## src/rtl/regport_pkg.sv

```systemverilog
package regport_pkg;

    localparam int WAIT_W   = 4;
    localparam int WAIT_MAX = 15;

    typedef struct packed {
        logic              busy;
        logic [WAIT_W-1:0] cnt;
        logic              wr;
        logic              rdy;
        logic              rd_rdy;
        logic              err;
    } ctrl_state_t;

endpackage

```

## src/rtl/regport_wait_calc.sv

```systemverilog
module regport_wait_calc
    import regport_pkg::*;
#(
    parameter int AW          = 3,
    parameter int WAIT_CYCLES = 2,
    parameter bit ADDR_WAIT   = 1'b0
) (
    input  logic [AW-1:0]     addr,
    output logic [WAIT_W-1:0] wait_n
);

    localparam int SUM_W = WAIT_W + 1;
    localparam logic [SUM_W-1:0] BASE = SUM_W'(WAIT_CYCLES);

    logic [SUM_W-1:0] sum;

    generate
        if (ADDR_WAIT && AW >= 2) begin : g_addr_wait
            always_comb sum = BASE + {{(SUM_W-2){1'b0}}, addr[1:0]};
        end else begin : g_fixed_wait
            logic unused_addr;
            always_comb unused_addr = ^addr;
            always_comb sum = BASE;
        end
    endgenerate

    always_comb begin
        if (sum > SUM_W'(WAIT_MAX))
            wait_n = WAIT_W'(WAIT_MAX);
        else
            wait_n = sum[WAIT_W-1:0];
    end

endmodule

```

## src/rtl/regport_ctrl.sv

```systemverilog
module regport_ctrl
    import regport_pkg::*;
(
    input  logic              clk,
    input  logic              rst_n,
    input  logic              en,
    input  logic              wr,
    input  logic [WAIT_W-1:0] wait_n,
    output logic              accept,
    output logic              busy,
    output logic              rdy,
    output logic              rd_rdy,
    output logic              proto_err
);

    ctrl_state_t st_d, st_q;

    always_comb begin
        st_d        = st_q;
        st_d.rdy    = 1'b0;
        st_d.rd_rdy = 1'b0;
        st_d.err    = 1'b0;
        accept      = 1'b0;
        if (st_q.busy) begin
            if (en) st_d.err = 1'b1;
            if (st_q.cnt == '0) begin
                st_d.busy   = 1'b0;
                st_d.rdy    = 1'b1;
                st_d.rd_rdy = ~st_q.wr;
            end else begin
                st_d.cnt = st_q.cnt - 1'b1;
            end
        end else if (en) begin
            accept  = 1'b1;
            st_d.wr = wr;
            if (wait_n == '0) begin
                st_d.rdy    = 1'b1;
                st_d.rd_rdy = ~wr;
            end else begin
                st_d.busy = 1'b1;
                st_d.cnt  = wait_n - 1'b1;
            end
        end
    end

    always_ff @(posedge clk or negedge rst_n) begin
        if (!rst_n) st_q <= '0;
        else        st_q <= st_d;
    end

    assign busy      = st_q.busy;
    assign rdy       = st_q.rdy;
    assign rd_rdy    = st_q.rd_rdy;
    assign proto_err = st_q.err;

endmodule

```

## src/rtl/regport_regfile.sv

```systemverilog
module regport_regfile #(
    parameter int AW = 3,
    parameter int DW = 16
) (
    input  logic          clk,
    input  logic          rst_n,
    input  logic          we,
    input  logic [AW-1:0] waddr,
    input  logic [DW-1:0] wdata,
    input  logic [AW-1:0] raddr,
    output logic [DW-1:0] rdata
);

    localparam int DEPTH = 1 << AW;

    logic [DW-1:0] regs_q [DEPTH];

    generate
        for (genvar i = 0; i < DEPTH; i++) begin : g_reg
            logic [DW-1:0] reg_d;
            always_comb reg_d = (we && waddr == AW'(i)) ? wdata : regs_q[i];
            always_ff @(posedge clk or negedge rst_n) begin
                if (!rst_n) regs_q[i] <= '0;
                else        regs_q[i] <= reg_d;
            end
        end
    endgenerate

    assign rdata = regs_q[raddr];

endmodule

```

## src/rtl/regport_endpoint.sv

```systemverilog
module regport_endpoint
    import regport_pkg::*;
#(
    parameter int AW          = 3,
    parameter int DW          = 16,
    parameter int WAIT_CYCLES = 2,
    parameter bit ADDR_WAIT   = 1'b0
) (
    input  logic          clk,
    input  logic          rst_n,
    input  logic          en,
    input  logic          wr,
    input  logic [AW-1:0] addr,
    input  logic [DW-1:0] wdata,
    output logic [DW-1:0] rdata,
    output logic          rdy,
    output logic          proto_err
);

    logic [WAIT_W-1:0] wait_n;
    logic              accept;
    logic              busy;
    logic              rd_rdy;
    logic [DW-1:0]     rf_rdata;
    logic [AW-1:0]     addr_d, addr_q;
    logic [DW-1:0]     hold_d, hold_q;

    regport_wait_calc #(
        .AW(AW), .WAIT_CYCLES(WAIT_CYCLES), .ADDR_WAIT(ADDR_WAIT)
    ) u_wait (
        .addr(addr), .wait_n(wait_n)
    );

    regport_ctrl u_ctrl (
        .clk(clk), .rst_n(rst_n), .en(en), .wr(wr), .wait_n(wait_n),
        .accept(accept), .busy(busy), .rdy(rdy), .rd_rdy(rd_rdy),
        .proto_err(proto_err)
    );

    regport_regfile #(.AW(AW), .DW(DW)) u_rf (
        .clk(clk), .rst_n(rst_n), .we(accept & wr), .waddr(addr),
        .wdata(wdata), .raddr(addr_q), .rdata(rf_rdata)
    );

    always_comb begin
        addr_d = accept ? addr : addr_q;
        hold_d = rd_rdy ? rf_rdata : hold_q;
    end

    always_ff @(posedge clk or negedge rst_n) begin
        if (!rst_n) begin
            addr_q <= '0;
            hold_q <= '0;
        end else begin
            addr_q <= addr_d;
            hold_q <= hold_d;
        end
    end

    assign rdata = rd_rdy ? rf_rdata : hold_q;

endmodule

```

## config.mk

```make
export PLATFORM = sky130hd
export DESIGN_NAME = regport_endpoint
export DESIGN_NICKNAME = d
export VERILOG_FILES = /design/src/rtl/regport_pkg.sv /design/src/rtl/regport_wait_calc.sv /design/src/rtl/regport_ctrl.sv /design/src/rtl/regport_regfile.sv /design/src/rtl/regport_endpoint.sv
export SDC_FILE = /design/constraint.sdc
export NUM_CORES = 1
export LEC_CHECK = 0
export BUFFER_PORTS_ARGS = -buffer_cell sky130_fd_sc_hd__buf_2
export CAP_MARGIN = 10
export CORE_MARGIN = 5
export CORE_UTILIZATION = 61
export DETAILED_ROUTE_END_ITERATION = 16
export GPL_TIMING_DRIVEN = 0
export PLACE_DENSITY = 0.81
export SETUP_SLACK_MARGIN = 0.02
export SLEW_MARGIN = 25
export SYNTH_ARGS = -nofsm -noshare
export SYNTH_HDL_FRONTEND = slang
export SYNTH_SLANG_ARGS = --single-unit
```

## constraint.sdc

```tcl
create_clock -name clk -period 2.18 [get_ports clk]
set_input_delay 0.109 -clock clk [delete_from_list [all_inputs] [get_ports clk]]
set_output_delay 0.109 -clock clk [all_outputs]
set_load 0.01 [all_outputs]
```

==> results of run 1 <==
## where the power goes
group | switching [µW] | internal, µW | leakage [µW]
clock | 1130 | 2030 | 0.000315
sequential | 658 | 4100 | 0.00202
combinational | 2000 | 2010 | 0.00156
## synth_stat cells (all sizes together)
| library cell | n | area share, % |
|---|---|---|
| mux2i | 67 | 9.6 |
| buf | 21 | 1.9 |
| inv | 18 | 0.97 |
| a21oi | 1 | 0.072 |
| nor4 | 2 | 0.40 |
| nor2 | 4 | 0.29 |
| mux2 | 128 | 21 |
| o21ai | 16 | 1.2 |
| nor2b | 5 | 0.45 |
| nand2b | 1 | 0.090 |
| a22oi | 32 | 3.5 |
| a22o | 1 | 0.13 |
| or2 | 1 | 0.090 |
| clkbuf | 9 | 0.49 |
| nand2 | 17 | 1.0 |
| ha | 1 | 0.18 |
| nand3b | 1 | 0.11 |
| nor3b | 2 | 0.29 |
| and2 | 3 | 0.27 |
| dfrtp | 156 | 56 |
| nor3 | 5 | 0.85 |
| nand3 | 18 | 1.4 |
## critical path, cell delays in order, from the launching register on
cell and delay [ps]:
dfrtp_2 440, nor2b_1 140, clkbuf_4 190, clkbuf_8 210
a22oi_1 200, nand3_1 120, o21ai_1 130, buf_2 160
## kinds of logic (layout without fill, tap and decap cells)
family	count (synthesis)	after routing	synth area share, %
flops	156	156	56.1
other cells	0	1	0
buf+inv	48	124	3.36
simple gates	59	59	5.21
mux	195	195	30.3
fa+ha+maj	1	1	0.180
compound gates	50	50	4.80
## worst max-delay path by stage
stage	end	from	slack, ps
2_1_floorplan	u_rf.regs_q[104]$_DFFE_PN0P_	u_ctrl.busy$_DFF_PN0_	480
3_3_place_gp	hold_q[4]$_DFF_PN0_	rst_n	-1100
3_5_place_dp	rdata[10]	addr_q[2]$_DFFE_PN0P_	-200
4_1_cts	rdata[15]	addr_q[2]$_DFFE_PN0P_	20
5_1_grt	rdata[15]	addr_q[0]$_DFFE_PN0P_	-20
6_report	rdata[5]	addr_q[2]$_DFFE_PN0P_	60
## state kept, by name (all words and copies together) (netlist names)
signal,flops
u_rf.regs_q,128
hold_q,16
u_ctrl.st_q,5
addr_q,3
u_ctrl.busy,1
u_ctrl.proto_err,1
u_ctrl.rd_rdy,1
u_ctrl.rdy,1
## cell type report
| cell class | count | area, µm² | share of cell area (%) |
|---|---|---|---|
| diodes | 1 | 2.50 | 0.0304 |
| inverters | 18 | 67.6 | 0.822 |
| clock inverters | 11 | 164 | 1.99 |
| clock buffers | 21 | 480 | 5.84 |
| well taps | 143 | 179 | 2.18 |
| plain buffers | 28 | 251 | 3.06 |
| flip-flops and latches | 156 | 3910 | 47.5 |
| multi-input cells | 305 | 2880 | 35.0 |
| repair buffers | 46 | 293 | 3.56 |
## what timing repair did
item                                    in CTS  in global routing
hold buffers                                 5                  0
gates resized for setup                     27                 32
cloned                                       0                  0
hold endpoints to repair                    78                  0
pin swaps                                    0                  3
endpoints found under the setup margin      26                 26
buffers inserted                             0                  2
## stage by stage
step / total power [µW] / instances
floorplan: 7250 / 509
global placement: 8150 / 690
detailed placement: 8420 / 691
CTS: 11800 / 727
global route: 12600 / 729
finish: 11900 / 729
## per-layer routing
metal | global-route usage [%] | vias up | wire, µm
met5 | 0 | - | 0
met4 | 11.8 | 0 | 417
met3 | 6.89 | 38 | 786
met2 | 41.7 | 131 | 8170
met1 | 31.7 | 2249 | 6750
li1 | - | 1971 | -
==> out/summary.md, run 1 <==
The largest fanout on the critical path is 10. The run gives 0 as the Yosys warning count. The worst register-to-register path ends at u_rf.regs_q[107]$_DFFE_PN0P_. The detailed-route vias per instance was 6.02; the number of global-route vias before repair was 4767. In this run, distinct cell masters in the synthesized netlist total 32. The tools report the max-capacitance violation count as 0. The layout-stage area growth over the synthesis result is 18.2%. Across every metal layer, demand over resource in global routing totals 25.4%. The tightest min-delay check is of the input port to register type. The total number of vias was 4389. For the initial antenna violation count, the log shows 1. The flip-flop and latch count after synthesis was 156. Startpoint class of the critical path: a register.

The required time at the worst-slack endpoint was 2070 ps; the worst hold path cell count was 2. The tools report the clock tree root driver cell as clkbuf_16. The clock passes through at most 2 buffers. The part of the Yosys area used for sequential elements was 56.1%. The detailed router finished its first iteration with 372 violations. The average instance in the mapped netlist occupies 13.7 µm². The layout cell share with drive strength beyond 1 was 43.1%. For the count of antenna-violating nets left after detailed routing, the log shows 0. Leaving out fill and tap cells, the most frequent cell in the layout is dfrtp_1. The tools report the hold violation count in the final report as 0.

The number of pins exceeding their max-slew limit in the final report is 0. In the final routed layout, each cell accounts on average for 22.1 µm. For the pin with the worst max-slew slack, the measured transition is 688 ps. The final period utilization is 97.2%.

The startpoint identified for the worst hold timing path is wdata[6]. After the last flow step, the layout net total stands at 596. The deepest level of the CTS H-tree is 4, and the post-detailed-route DRC marker count is 0. Once the floorplan was initialized, standard cells occupied 61.5% of the core. At the end of routability-driven placement, the weighted congestion stood at 0.813. The tools report the number of detailed-routing iterations run before antenna repair as 4.

The worst register-to-register path begins at u_ctrl.busy$_DFF_PN0_. The core outline area is 11300 µm², and the die outline area is 13600 µm². TritonCTS built the clock tree. In this run the power density over the cells is 1450 nW/µm². The tightest hold path in the finished design has a slack of 20.4 ps. The final clock skew was 5.08 ps.

In this run the core area contains 39 standard-cell rows. During I/O placement, the number of pins put on the boundary was 41. Before CTS, the worst setup slack after placement is -200 ps. Leakage power of the design: 0.00390 µW. The total detailed-routing wirelength was 16100 µm; the floorplan die height was 117 µm.

For the finished layout, the period the worst path requires is 2120 ps. The final core utilization is 72.6%, and the cell area after technology mapping is 6960 µm². The library cells used most frequently in the layout, excluding fill and tap cells, are dfrtp_1, mux2_2, mux2i_1, buf_2, a22oi_1.

The critical path class was register to primary output. For the HPWL after detailed placement, the log shows 10000 µm. Setup repair after global routing could not meet its margin everywhere.

After filler insertion, the fill cell instance count of the layout stands at 754. The worst register-to-register path has a depth of 5. Data arrival time of the critical path: 2010 ps. The run finished with clean final reports. The path with the worst hold slack has its endpoint at u_rf.regs_q[54]$_DFFE_PN0P_. The wire length of the first global-routing pass is 25400 µm, and the setup slack after layout is 61.4 ps.

Worst ir drop on vdd: 1.09 mV. After clock tree synthesis, the clock-pin slew on the worst setup and hold paths is 60 ps. The finished cells cover 8220 µm². In this run the tightest slew margin relative to its limit is 53.8%. The cell area after placement is 7370 µm², and the reg2reg setup slack is 90 ps.

Entering global routing, the biggest net connects 83 pins. The worst setup path is captured at a primary output. From left edge to right edge, the die measures 117 µm.

The clock buffer count from CTS is 17. The total overflow left after global routing is 0. The run gives 420 ps as the insertion delay of the later-clocked pin in the worst-skew pair. The total negative slack is 0 ps, and the clock sink count is 156. The count of buffers added on input and output ports is 38. The total setup violations reported at the end of the flow came out at 0.

The number of instances in the synthesized netlist came out at 509. The number of nets in the synthesized netlist is 533, and the maximum achievable frequency is 472 MHz.
(Power assumes the default switching activity.)
==> run 2, diff against run 1 <==
Settings changed: ABC_AREA from default to 1.
==> run 2 against run 1 <==
Net effect:
- final area up 4.5%
- global-route usage up 2.2 points
- via count up 47%
- hold slack worse by 7.7 ps
- worst setup slack better by 50 ps
- synthesized area up 7.5%
- count of clock-buffer cells in the layout down 4
- clock skew up 0.82 ps
- synthesized cell count up 85%
- sequential cell count unchanged
- highest routed layer unchanged
==> out/summary.md, run 2 <==
The largest fanout on the critical path came out at 10. The run gives 5.90 ps as the final clock skew. For this run the aggregate overflow at the end of global routing stands at 0. Walking the worst path, the cells encountered are buf_2, inv_2, clkbuf_4, nand2_1, nand3_1, nand3_1, nand3_1, nand2_1, buf_2. The largest register by flop count was u_rf.regs_q.

The synthesized design devotes to its leading area cell type 52.2% of total area. STA classifies the critical path endpoint as a primary output. 41 I/O pins were placed. Detailed routing inserted a total of 6459 vias. In this run the cell area of the synthesized design comes to 7480 µm². The cell type with the highest occurrence count on the critical path was nand3_1. The power density of the placed cells was 1480 nW/µm².

The clock tree root driver cell was clkbuf_16. The Yosys warning count was 0; the layout-stage area growth over the synthesis result was 14.9%. Across all register-to-register paths, the minimum setup slack is 670 ps. The total setup violations reported at the end of the flow was 0. In this run, synthesis produced a sequential element count of 156. When the netlist entered floorplanning its net count stood at 964. In the routed design, unresolved DRC markers number 0. TritonCTS built the clock tree. The library cell used most frequently in the layout, excluding fill and tap cells, is nand2_1.

The actual slew at the worst max-slew pin was 565 ps. The standard-cell row count was 40. The cell type contributing the most total cell area after synthesis was dfrtp_1. Ranked by total cell area, the synthesized netlist is headed by dfrtp_1, nand2_1, inv_1.

The tool flagged a number of max-cap violations equal to 0. The library cell contributing the largest single delay on the critical path is dfrtp_1. The post-route netlist has 13.5% of its cells at a drive strength greater than 1.

The number of enable-type register cells in the synthesized netlist was 0. The first global-routing pass estimated 31100 µm of wire. The register with the most flip-flops in the layout has 128 of them.

Once the floorplan was initialized, standard cells occupied 62.3% of the core. For the worst setup path, the data required time is 2070 ps. For this run, the total global-route usage over all layers was measured as 27.7%.

The relative slew slack was 62.3%. The worst setup path is launched from a register. The H-tree was split into 4 levels. Summing all non-filler instances in the final layout gives an area of 8600 µm².

The floorplan step set the die width to 121 µm. Leaving out fill and tap cells, the most frequent cells in the layout are nand2_1, dfrtp_1, inv_1, nand3_1, o21ai_0. The pin count of the biggest net entering global routing was 88.

The largest registers in the layout are u_rf.regs_q: 128 flops, hold_q: 16 flops, u_ctrl.st_q: 5 flops. The global placement routability congestion came out at 0.906. Together, buffers and inverters on the worst path number 4. Counting every sink on the clock net gives 156.

For this run, the leading register cell type out of synthesis is dfrtp_1. The minimum period implied by the final worst setup slack works out to 2070 ps. The logs give 0 ps for the total negative slack and 0 for the number of diodes. Dividing the final minimum period by the clock period gives 94.9%.

The logs give 17 for the clock buffer count from CTS and 14600 µm² for the die outline area. The HPWL after detailed placement was 13400 µm; the total detailed-routing wirelength was 19500 µm. The number of pins exceeding their max-slew limit in the final report is 0, and the core outline area is 12000 µm². Sorting the synthesized cells by how often they occur yields nand2_1, dfrtp_1, inv_1. The logs give 483 MHz for the maximum achievable frequency and 430 ps for the insertion delay of the later-clocked pin in the worst-skew pair. The first TritonRoute pass finished after 5 iterations. The critical path's largest stage delay is 350 ps, and the clock-pin slew on the worst setup and hold paths is 60 ps.

The number of global-route vias before repair was 6169. The detail route stage leaves a number of antenna-violating nets equal to 0. The number of library cell types mapped by synthesis was 23; the detailed-route wire length per cell was 17.0 µm. In the routed layout, each cell is associated on average with a via count of 5.63. Setup repair after global routing could not meet its margin everywhere. The tools report the initial antenna violation count as 0.

The run gives 940 as the number of instances in the synthesized netlist. The floorplan die height is 121 µm, and the final instance count without filler cells is 1147. The tightest min-delay check is of the input port to register type. The async set or reset register ratio after synthesis was 100%; the leakage power of the design was 0.00439 µW. The critical path class was register to primary output.

The library cell with the highest instance count after synthesis was nand2_1. The run finished with clean final reports. Among cell families on the critical path, the largest total delay comes from buffers and inverters. The average instance in the mapped netlist occupies 7.96 µm². The first routing iteration left 641 violations. The hold violation count in the final report is 0. The run gives 0.804 mV as the worst ir drop on vdd. The share of the Yosys chip area taken by registers is 52.2%. Counting tap cells, the placed design contains a total of 1112 instances. The number of buffers on the longest clock path is 2. Cell area after placement: 7820 µm². The data arrival time of the critical path was 1960 ps; the number of buffers added on ports was 24. The tools report the total number of nets in the final design as 1012.
-- run 2: cell types whose count changed after synthesis, moves of 5 or more --
cell      change
buf_2        +21
o21ai_0      +85
buf_6         +9
a22oi_1      -32
clkbuf_1      +5
nand2_1     +286
mux2i_1      -67
nor2b_1       -5
mux2_2      -128
nand3_1      +87
nor2_8        +5
inv_1       +125
o21ai_1      +43
-- run 2: area by class of cell --
cell class,instances,area [µm²]
fill,933,3410
inverter,147,556
clock inverter,14,245
clock buffer,17,425
multi-input combinational,569,2620
buffer,67,467
tap,147,184
timing repair buffer,30,203
sequential,156,3900
-- run 2: power breakdown --
part	leakage, µW	switching [µW]	internal [µW]	total, µW
Clock	0.000311	1220	2140	3360
Combinational	0.00232	3100	1670	4770
Sequential	0.00176	393	4190	4590
-- run 2: path summary, 6_finish.rpt --
kind,start,end,cells after the start
max reg2reg,addr_q[0]$_DFFE_PN0P_,hold_q[13]$_DFF_PN0_,8
max in group asynchronous,rst_n,u_rf.regs_q[26]$_DFFE_PN0P_,3
max,addr_q[0]$_DFFE_PN0P_,rdata[13],9
min,wdata[3],u_rf.regs_q[115]$_DFFE_PN0P_,3
min reg2reg,u_ctrl.st_q[3]$_DFFE_PN0P_,u_ctrl.rd_rdy$_DFF_PN0_,1
min in group asynchronous,rst_n,u_rf.regs_q[38]$_DFFE_PN0P_,2
-- run 2: per-layer routing --
metal  global-route usage, %  part of all wire [%]
met4                    9.42                   2.4
met3                    7.06                   9.3
met1                    37.2                    41
met2                    44.0                    48
met5                       0                     0
-- run 2: cells by family after synthesis --
family | after synthesis | share of synthesized area [%]
compound gates | 146 | 9.80
xor+xnor | 2 | 0.234
fa+ha+maj | 1 | 0.167
buf+inv | 215 | 12.9
flops | 156 | 52.2
simple gates | 420 | 24.8
-- run 2: repair_timing --
| action | in CTS | in global routing |
|---|---|---|
| buffers inserted | 0 | 2 |
| cloned | 0 | 0 |
| resized for setup | 4 | 37 |
| endpoints found under the setup margin | 11 | 16 |
| endpoints found under the hold margin | 71 | 0 |
| hold buffers | 3 | 0 |
-- run 2: per-stage QoR --
stage / total power [µW] / hold slack [ps] / worst slack [ps] / utilization (%)
after floorplan: 7700 / -187 / 864 / -
after global placement: 8960 / 370 / -1290 / 64.8
after detailed placement: 9120 / 104 / 370 / 65.1
after CTS: 12500 / 3.52 / 8.10 / 71.0
after global routing: 13600 / 15.2 / 5.54 / 71.6
final: 12700 / 12.7 / 111 / 71.6
-- run 2: worst register-to-register path: cells and delay by family (launching register included) --
family | cells | cell delay, ps
buf+inv | 3 | 560
simple gates | 5 | 490
flops | 1 | 350
